## src/rtl/sar_conv_pkg.sv

```systemverilog
package sar_conv_pkg;
  typedef enum logic [1:0] {
    ST_IDLE = 2'd0,
    ST_CONV = 2'd1,
    ST_FIN  = 2'd2
  } sar_state_e;
endpackage

```

## src/rtl/sar_start_edge.sv

```systemverilog
// Detects a high-to-low change of the start input between two edges.
module sar_start_edge (
  input  logic clk,
  input  logic rst,
  input  logic conv_start,
  output logic start_fall
);
  logic prev_q;

  always_ff @(posedge clk) begin
    if (rst) prev_q <= 1'b0;
    else     prev_q <= conv_start;
  end

  assign start_fall = prev_q & ~conv_start;
endmodule

```

## src/rtl/sar_bit_timer.sv

```systemverilog
// Counts the clocks of one bit period and flags its last clock.
module sar_bit_timer #(
  parameter int BIT_CLKS = 4
) (
  input  logic clk,
  input  logic rst,
  input  logic clear,
  input  logic run,
  output logic period_end
);
  localparam int CW = (BIT_CLKS > 1) ? $clog2(BIT_CLKS) : 1;
  localparam logic [CW-1:0] LAST = CW'(BIT_CLKS - 1);

  logic [CW-1:0] cnt_q;

  assign period_end = run && (cnt_q == LAST);

  always_ff @(posedge clk) begin
    if (rst || clear)   cnt_q <= '0;
    else if (period_end) cnt_q <= '0;
    else if (run)        cnt_q <= cnt_q + 1'b1;
  end
endmodule

```

## src/rtl/sar_trial_reg.sv

```systemverilog
// Trial register plus a one-hot pointer to the bit under test.
module sar_trial_reg #(
  parameter int RES_BITS = 16
) (
  input  logic                clk,
  input  logic                rst,
  input  logic                load,
  input  logic                decide,
  input  logic                cmp_below,
  output logic [RES_BITS-1:0] code,
  output logic                last_bit,
  output logic                kept_bit
);
  logic [RES_BITS-1:0] code_q;
  logic [RES_BITS-1:0] ptr_q;

  for (genvar i = 0; i < RES_BITS; i++) begin : g_bit
    localparam logic IS_TOP = (i == RES_BITS - 1) ? 1'b1 : 1'b0;
    logic next_trial;
    if (i == RES_BITS - 1) begin : g_top
      assign next_trial = 1'b0;
    end else begin : g_low
      assign next_trial = ptr_q[i+1];
    end

    always_ff @(posedge clk) begin
      if (rst) begin
        code_q[i] <= 1'b0;
        ptr_q[i]  <= 1'b0;
      end else if (load) begin
        code_q[i] <= IS_TOP;
        ptr_q[i]  <= IS_TOP;
      end else if (decide) begin
        ptr_q[i] <= next_trial;
        if (ptr_q[i])        code_q[i] <= ~cmp_below;
        else if (next_trial) code_q[i] <= 1'b1;
      end
    end
  end

  assign code     = code_q;
  assign last_bit = ptr_q[0];
  assign kept_bit = ~cmp_below;
endmodule

```

## src/rtl/sar_serial_out.sv

```systemverilog
// Presents each decided bit with a strobe that falls on load and rises half a period later.
module sar_serial_out #(
  parameter int BIT_CLKS = 4
) (
  input  logic clk,
  input  logic rst,
  input  logic strobe,
  input  logic bit_in,
  output logic ser_clk,
  output logic ser_data_n
);
  localparam int HALF = (BIT_CLKS / 2 > 0) ? BIT_CLKS / 2 : 1;
  localparam int HW   = $clog2(HALF + 1);

  logic [HW-1:0] hold_q;

  always_ff @(posedge clk) begin
    if (rst) begin
      hold_q     <= '0;
      ser_clk    <= 1'b1;
      ser_data_n <= 1'b1;
    end else if (strobe) begin
      hold_q     <= HW'(HALF);
      ser_clk    <= 1'b0;
      ser_data_n <= ~bit_in;
    end else if (hold_q != '0) begin
      hold_q <= hold_q - 1'b1;
      if (hold_q == HW'(1)) ser_clk <= 1'b1;
    end
  end
endmodule

```

## src/rtl/sar_conv_ctrl.sv

```systemverilog
module sar_conv_ctrl
  import sar_conv_pkg::*;
#(
  parameter int RES_BITS = 16,
  parameter int BIT_CLKS = 4
) (
  input  logic                clk,
  input  logic                rst,
  input  logic                conv_start,
  input  logic                cmp_below,
  output logic [RES_BITS-1:0] dac_code,
  output logic [RES_BITS-1:0] data_n,
  output logic                busy,
  output logic                ser_clk,
  output logic                ser_data_n
);
  sar_state_e state_q;
  logic       start_fall;
  logic       period_end;
  logic       last_bit;
  logic       kept_bit;
  logic       load;

  assign load = (state_q == ST_IDLE) && start_fall;

  sar_start_edge u_edge (
    .clk        (clk),
    .rst        (rst),
    .conv_start (conv_start),
    .start_fall (start_fall)
  );

  sar_bit_timer #(.BIT_CLKS(BIT_CLKS)) u_timer (
    .clk        (clk),
    .rst        (rst),
    .clear      (load),
    .run        (state_q == ST_CONV),
    .period_end (period_end)
  );

  sar_trial_reg #(.RES_BITS(RES_BITS)) u_trial (
    .clk       (clk),
    .rst       (rst),
    .load      (load),
    .decide    (period_end),
    .cmp_below (cmp_below),
    .code      (dac_code),
    .last_bit  (last_bit),
    .kept_bit  (kept_bit)
  );

  sar_serial_out #(.BIT_CLKS(BIT_CLKS)) u_ser (
    .clk        (clk),
    .rst        (rst),
    .strobe     (period_end),
    .bit_in     (kept_bit),
    .ser_clk    (ser_clk),
    .ser_data_n (ser_data_n)
  );

  always_ff @(posedge clk) begin
    if (rst) begin
      state_q <= ST_IDLE;
    end else begin
      unique case (state_q)
        ST_IDLE: if (start_fall) state_q <= ST_CONV;
        ST_CONV: if (period_end && last_bit) state_q <= ST_FIN;
        ST_FIN:  state_q <= ST_IDLE;
        default: state_q <= ST_IDLE;
      endcase
    end
  end

  assign busy   = (state_q != ST_IDLE);
  assign data_n = ~dac_code;
endmodule

```

## config.mk

```make
export PLATFORM = sky130hd
export DESIGN_NAME = sar_conv_ctrl
export DESIGN_NICKNAME = d
export VERILOG_FILES = /design/src/rtl/sar_conv_pkg.sv /design/src/rtl/sar_start_edge.sv /design/src/rtl/sar_bit_timer.sv /design/src/rtl/sar_trial_reg.sv /design/src/rtl/sar_serial_out.sv /design/src/rtl/sar_conv_ctrl.sv
export SDC_FILE = /design/constraint.sdc
export NUM_CORES = 1
export LEC_CHECK = 0
export BUFFER_PORTS_ARGS = -buffer_cell sky130_fd_sc_hd__buf_2
export CORE_UTILIZATION = 46
export DETAILED_ROUTE_END_ITERATION = 8
export GPL_ROUTABILITY_DRIVEN = 0
export MAX_ROUTING_LAYER = met4
export PLACE_DENSITY = 0.71
export SLEW_MARGIN = 10
export SYNTH_ARGS = -nofsm -noshare
export SYNTH_HDL_FRONTEND = slang
export SYNTH_SLANG_ARGS = --single-unit
```

## constraint.sdc

```tcl
create_clock -name clk -period 1.6 [get_ports clk]
set_input_delay 0.32 -clock clk [delete_from_list [all_inputs] [get_ports clk]]
set_output_delay 0.32 -clock clk [all_outputs]
set_load 0.05 [all_outputs]
```

==> results.toml, run 1 <==
[layout]
area_growth_pct = 29.1
antenna_cells = 0
fin_nets = 198
drive_gt1_share_pct = 42.3
layout.cells.non_filler = 238
final_common_cell = "dfxtp_1"
final_cell_mix = "dfxtp_1, buf_2, inv_1, o21ai_0, a22o_1"
finalCoreUtilization_pct = 64.8

[clock_tree]
clock_path_buffers = 2
cts_buffers = 5
clock_latency_ns = 0.36
htree_levels = 2
cts_tree = "yes"
root_buffer = "clkbuf_4"
path_clk_slew_ns = 0.13
cts.sink_count = 41

[critical_path]
worstPathRequired_ns = 1.91
critPathLaunchType = "flip-flop"
path_class = "flip-flop to flip-flop"
crit_path_end_kind = "flip-flop"
critPathMaxFanout = 8
arrival_ns = 1.90

[die]
coreArea_um2 = 3150
io_pins = 39
num_rows = 20
start_util_pct = 50.2
fp.dieW_um = 60.7
die_area_um2 = 3680
die_h_um = 60.7

[logic_synthesis]
synthArstFlopShare_pct = 0
ys_warn_count = 0
netlist_instances = 142
muxShareOfSynthArea_pct = 1.26
netlist_area_um2 = 1580
yosys_most_used_dff = "dfxtp_1"
ys_seq_area_share_pct = 51.8
synth-compound-area-share_pct = 27.8
synth_edf_count = 0
synth_largest_area_cell = "dfxtp_1"
synth_fp_nets = 147
synth_top_cells_by_area = "dfxtp_1, a221oi_2, a22o_1, o21ai_0, inv_1"
avgSynthCellArea_um2 = 11.2
synth_xor_area_share_pct = 0.553
yosys.area_share.adder_pct = 0.790
synth_top_family_by_area = "compound AO/OA/AOI/OAI gates"
synth_cell_types = 31
synth-simple-area-share_pct = 9.08
ys_ff_latch = 41
synth_top_area_share_pct = 51.8

[power_and_ir_drop]
swShare_pct = 22.4
p_int_mw = 1.45
p_leak_nw = 0.792
p_per_area_nw_per_um2 = 915
seq_power_share_pct = 55.3
clockPowerShare_pct = 38.8
switching_power_mw = 0.420
ir_worst_vdd_uv = 490
combPwrFrac_pct = 5.9

[detailed_routing]
num_vias = 1289
drc = 0
firstDrtPassIters = 4
avgViaCountPerCell = 5.42
final_antenna_net_count = 0
drt_iter0_drc = 28
drt-total-wl_um = 3680
detail_route.wl_per_cell_um = 15.5

[status]
status = "completed"

[grt]
grt_pass1_vias = 1098
grt_start_max_net_pins = 19
antenna_found_initial = 0
track_usage_pct = 21.1
overflow = 0
grt_pass1_wl_um = 5350

[placed_design]
port_buffers = 38
dp_hpwl_um = 2230
placed_cells = 224

[sta]
hold_violations = 0
fmax_mhz = 630
slew_headroom_pct = 57.8
report.final.slew_viol_count = 0
fin_crit_sh_pct = 99.2
finalSetupViolations = 0
fin_skew_ns = 0.0145
finalCriticalPeriod_ns = 1.59
tightestPinTransition_ns = 0.632

[worst_hold_path]
min_path_type = "input port to flip-flop"

[job]
drv_cap = 0
repair_timing:
| item | 4_1_cts | 5_1_grt |
|---|---|---|
| buffers inserted | 1 | 5 |
| hold buffers | 0 | 0 |
| pin swaps | 0 | 5 |
| resized for setup | 7 | 4 |
| gates cloned | 0 | 1 |
| endpoints found under the setup margin | 17 | 25 |
power groups by stage:
stage | Sequential (mW) | Combinational (mW) | Clock, mW
2_1_floorplan | 1.06 | 0.0526 | 0
3_3_place_gp | 1.05 | 0.0910 | 0
3_5_place_dp | 1.06 | 0.0934 | 0
4_1_cts | 1.03 | 0.0999 | 0.722
5_1_grt | 1.04 | 0.118 | 0.771
6_report | 1.03 | 0.111 | 0.725
worst max-delay path: stages (launching register included):
cell and delay, ns:
dfxtp_2 0.37, ha_4 0.17, and3b_2 0.22, buf_12 0.14, nor3_4 0.28, clkbuf_16 0.21
a22o_1 0.14
final timing paths:
| path | from | to | slack (ns) | depth (start not counted) |
|---|---|---|---|---|
| hold / removal | conv_start | u_edge.prev_q | 0.22 | 2 |
| hold reg to reg | u_ser.hold_q[0] | u_ser.hold_q[0] | 0.46 | 1 |
| setup reg to reg | u_timer.cnt_q[0] | u_trial.g_bit[10].next_trial | 0.01 | 6 |
| setup / recovery | u_timer.cnt_q[0] | u_trial.g_bit[10].next_trial | 0.01 | 6 |
final cells by class:
cell class | instances | area [µm²]
fillers | 267 | 1110
flip-flops and latches | 41 | 825
multi-input cells | 75 | 644
repair buffers | 53 | 368
inverters | 17 | 63.8
well taps | 44 | 55.1
clock buffers | 6 | 51.3
clock inverters | 2 | 37.5
synthesized netlist by cell type (2+ instances only):
master / count
a221oi_2: 9
buf_6: 2
nand2_1: 2
a21oi_1: 4
and2_1: 2
nor2_1: 3
a22o_1: 15
dfxtp_1: 41
buf_2: 4
o21ai_0: 15
nor2b_1: 2
or2_2: 2
inv_1: 17
a221oi_1: 6
mux2i_1: 2
flip-flops by register name, indices dropped and copies added, names as in the netlist:
| name | cells |
|---|---|
| u_trial.last_bit | 1 |
| u_timer.cnt_q | 2 |
| u_ser.ser_clk | 1 |
| u_trial.g_bit.next_trial | 15 |
| state_q | 2 |
| u_ser.ser_data_n | 1 |
| u_ser.hold_q | 2 |
| u_edge.prev_q | 1 |
| u_trial.code | 16 |
layer usage:
layer | up-vias | wire length (µm) | global-route usage [%] | share of wire [%]
met5 | - | 0 | - | 0
met4 | 0 | 112 | 10.1 | 3.0
met3 | 13 | 153 | 6.82 | 4.2
met2 | 36 | 1850 | 33.3 | 50
met1 | 622 | 1560 | 24.2 | 42
li1 | 618 | - | - | -
cell families after synthesis:
logic type	count (synthesis)
muxes	2
adders and majority gates	1
DFF	41
xor gates and xnor gates	1
and+or+nand+nor	19
buffers and inverters	26
AOI/OAI and AO/OA	52
metrics by stage:
step           setup WS, ns  area, µm²  hold WS, ns  power, mW    TNS, ns
3_5_place_dp        -0.0645       1860        0.440       1.15     -0.708
5_1_grt             -0.0247       2040        0.214       1.92    -0.0819
6_report             0.0129       2040        0.216       1.87          0
2_1_floorplan        0.0114       1580        0.423       1.11          0
3_3_place_gp         0.0608       1860        0.433       1.15          0
4_1_cts           -0.000777       1970        0.222       1.85  -0.000777
(Power assumes the default switching activity.)
==> run 2: changes to the inputs <==
--- a/config.mk
+++ b/config.mk
@@ -6,12 +6,13 @@
 export NUM_CORES = 1
 export LEC_CHECK = 0
 export BUFFER_PORTS_ARGS = -buffer_cell sky130_fd_sc_hd__buf_2
-export CORE_UTILIZATION = 46
+export CORE_UTILIZATION = 47
 export DETAILED_ROUTE_END_ITERATION = 8
 export GPL_ROUTABILITY_DRIVEN = 0
 export MAX_ROUTING_LAYER = met4
-export PLACE_DENSITY = 0.71
+export PLACE_DENSITY = 0.72
 export SLEW_MARGIN = 10
 export SYNTH_ARGS = -nofsm -noshare
 export SYNTH_HDL_FRONTEND = slang
+export SYNTH_HIERARCHICAL = 1
 export SYNTH_SLANG_ARGS = --single-unit
==> results.toml, run 2 <==
[die]
start_util_pct = 50.4
die_area_um2 = 3910
die_h_um = 62.5
io_pins = 39
fp.dieW_um = 62.5
num_rows = 21
coreArea_um2 = 3420

[detailed_routing]
final_antenna_net_count = 0
drt_iter0_drc = 56
firstDrtPassIters = 2
detail_route.wl_per_cell_um = 11.2
drc = 0
num_vias = 1309
avgViaCountPerCell = 4.96
drt-total-wl_um = 2960

[placed_design]
dp_hpwl_um = 2010
dp_slack_ns = 0.120
port_buffers = 38

[sta]
tns_ns = 0
finalSetupViolations = 0
fmax_mhz = 684
fin_crit_sh_pct = 91.4
report.final.slew_viol_count = 0
tightestPinTransition_ns = 0.252
setup_slack_ns = 0.137
finalCriticalPeriod_ns = 1.46
slew_headroom_pct = 83.2
hold_violations = 0
fin_skew_ns = 0.0120
rsz0062_at_grt = "false"

[clock_tree]
htree_levels = 2
root_buffer = "clkbuf_4"
clock_path_buffers = 2
cts_tree = "yes"
path_clk_slew_ns = 0.11
clock_latency_ns = 0.34
cts_buffers = 5
postCtsHoldBufs = 0
cts.sink_count = 41

[power_and_ir_drop]
combPwrFrac_pct = 4.3
p_per_area_nw_per_um2 = 883
switching_power_mw = 0.390
clockPowerShare_pct = 38.8
seq_power_share_pct = 56.9
ir_worst_vdd_uv = 1100
swShare_pct = 21.5
p_leak_nw = 0.721
p_int_mw = 1.43

[logic_synthesis]
yosys_most_used_dff = "dfxtp_1"
synth_common_cells = "dfxtp_1, inv_1, nor2_1"
netlist_area_um2 = 1720
ys_warn_count = 6
synth_top_cells_by_area = "dfxtp_1, a221oi_2, mux2i_1, inv_1, o21ai_0"
yosysMostFrequentCell = "dfxtp_1"
synthArstFlopShare_pct = 0
synth_edf_count = 0
synth_largest_area_cell = "dfxtp_1"
avgSynthCellArea_um2 = 9.78
synth_fp_nets = 181
synth_cell_types = 34
ys_seq_area_share_pct = 47.7
synth_top_area_share_pct = 47.7
netlist_instances = 176
ys_ff_latch = 41

[layout]
final_cell_mix = "dfxtp_1, buf_2, inv_1, nor2_1"
final_common_cell = "dfxtp_1"
drive_gt1_share_pct = 31.7
fin_nets = 222
area_growth_pct = 19.6
largest_reg_flops = 16
antenna_cells = 0

[grt]
gr-usage-met1_pct = 18.5
grt_pass1_wl_um = 4970
antenna_found_initial = 0
grt.met2_usage_pct = 27.4
grt_start_max_net_pins = 29
track_usage_pct = 16.4
grt_pass1_vias = 1172
grt_busiest_layer = "met2"
met3_usage_pct = 4.01
overflow = 0

[critical_path]
critPathLaunchType = "flip-flop"
cp_num_buf_inv = 1
cpLargestDelayFamily = "flip-flops"
max_stage_delay_ns = 0.35
path_class = "flip-flop to primary output"
crit_path_end_kind = "primary output"
critPathMaxFanout = 5
cp_slowest_cell = "dfxtp_1"
path_cells = "or2_4, buf_2"
arrival_ns = 1.14
worstPathRequired_ns = 1.28

[status]
status = "completed"

[job]
drv_cap = 0

[worst_hold_path]
min_path_type = "input port to flip-flop"
## run 2: cell count changes after synthesis, moves of 2 or more
cell and change:
inv_1 +17, mux2i_1 +13, nand2b_1 +3, a21oi_1 -2, nor2_1 +14, nand2_1 -2, a22o_1 -15, a211oi_1 +2
## run 2: area by class of cell
cell class	instances	area (µm²)
clock inverters	2	37.5
inverters	35	131
fillers	308	1360
multi-input cells	91	707
repair buffers	43	253
flip-flops and latches	41	821
well taps	46	57.6
clock buffers	6	51.3
## run 2: final timing paths
check                   start              end  slack [ns]  cells past startpoint
max                state_q[0]             busy        0.14                      2
min reg2reg   u_ser/hold_q[0]  u_ser/hold_q[0]        0.46                      1
max reg2reg  u_timer/cnt_q[0]  u_trial/code[1]        0.15                      5
min                conv_start    u_edge/prev_q        0.21                      2
## run 2: what timing repair did
action,4_1_cts,5_1_grt
endpoints found under the hold margin,0,0
setup endpoints to repair,0,2
setup buffers,0,0
gates resized for setup,0,1
## run 2: metrics by stage
step	utilization (%)	instances	hold WS [ns]	instance area, µm²	power [mW]
after detailed placement	57.6	256	0.431	1970	1.13
after floorplan	-	176	0.385	1720	1.11
final	60.3	264	0.206	2060	1.82
after global routing	60.3	264	0.194	2060	1.90
after CTS	60.2	264	0.185	2060	1.84
after global placement	57.6	256	0.435	1970	1.13
## run 2: cell families (layout without fill, tap and decap cells)
family | after synthesis | after routing | share of synthesized area [%]
buffers and inverters | 44 | 86 | 11.3
AOI/OAI and AO/OA | 38 | 38 | 19.4
adders and majority gates | 1 | 1 | 0.727
DFF | 41 | 41 | 47.7
and+or+nand+nor | 37 | 37 | 12.1
muxes | 15 | 15 | 8.73
## run 2: power groups by stage
stage	clock, mW	combinational, mW	sequential [mW]
6_report	0.706	0.0780	1.03
2_1_floorplan	0	0.0476	1.06
4_1_cts	0.728	0.0785	1.03
3_5_place_dp	0	0.0785	1.06
3_3_place_gp	0	0.0771	1.06
5_1_grt	0.781	0.0832	1.03
## run 2: worst register-to-register path, stage by stage (launching register included)
cell and delay, ns:
dfxtp_1 0.39, ha_1 0.20, and2_4 0.17, buf_12 0.18
o21ai_0 0.15, a221oi_2 0.28
## run 2: routing by layer
metal | routed length [µm] | share of wire, % | vias to the layer above
met5 | 0 | 0 | -
met4 | 39 | 1.3 | 0
met3 | 101 | 3.4 | 5
met2 | 1380 | 47 | 24
met1 | 1430 | 48 | 607
li1 | - | - | 673
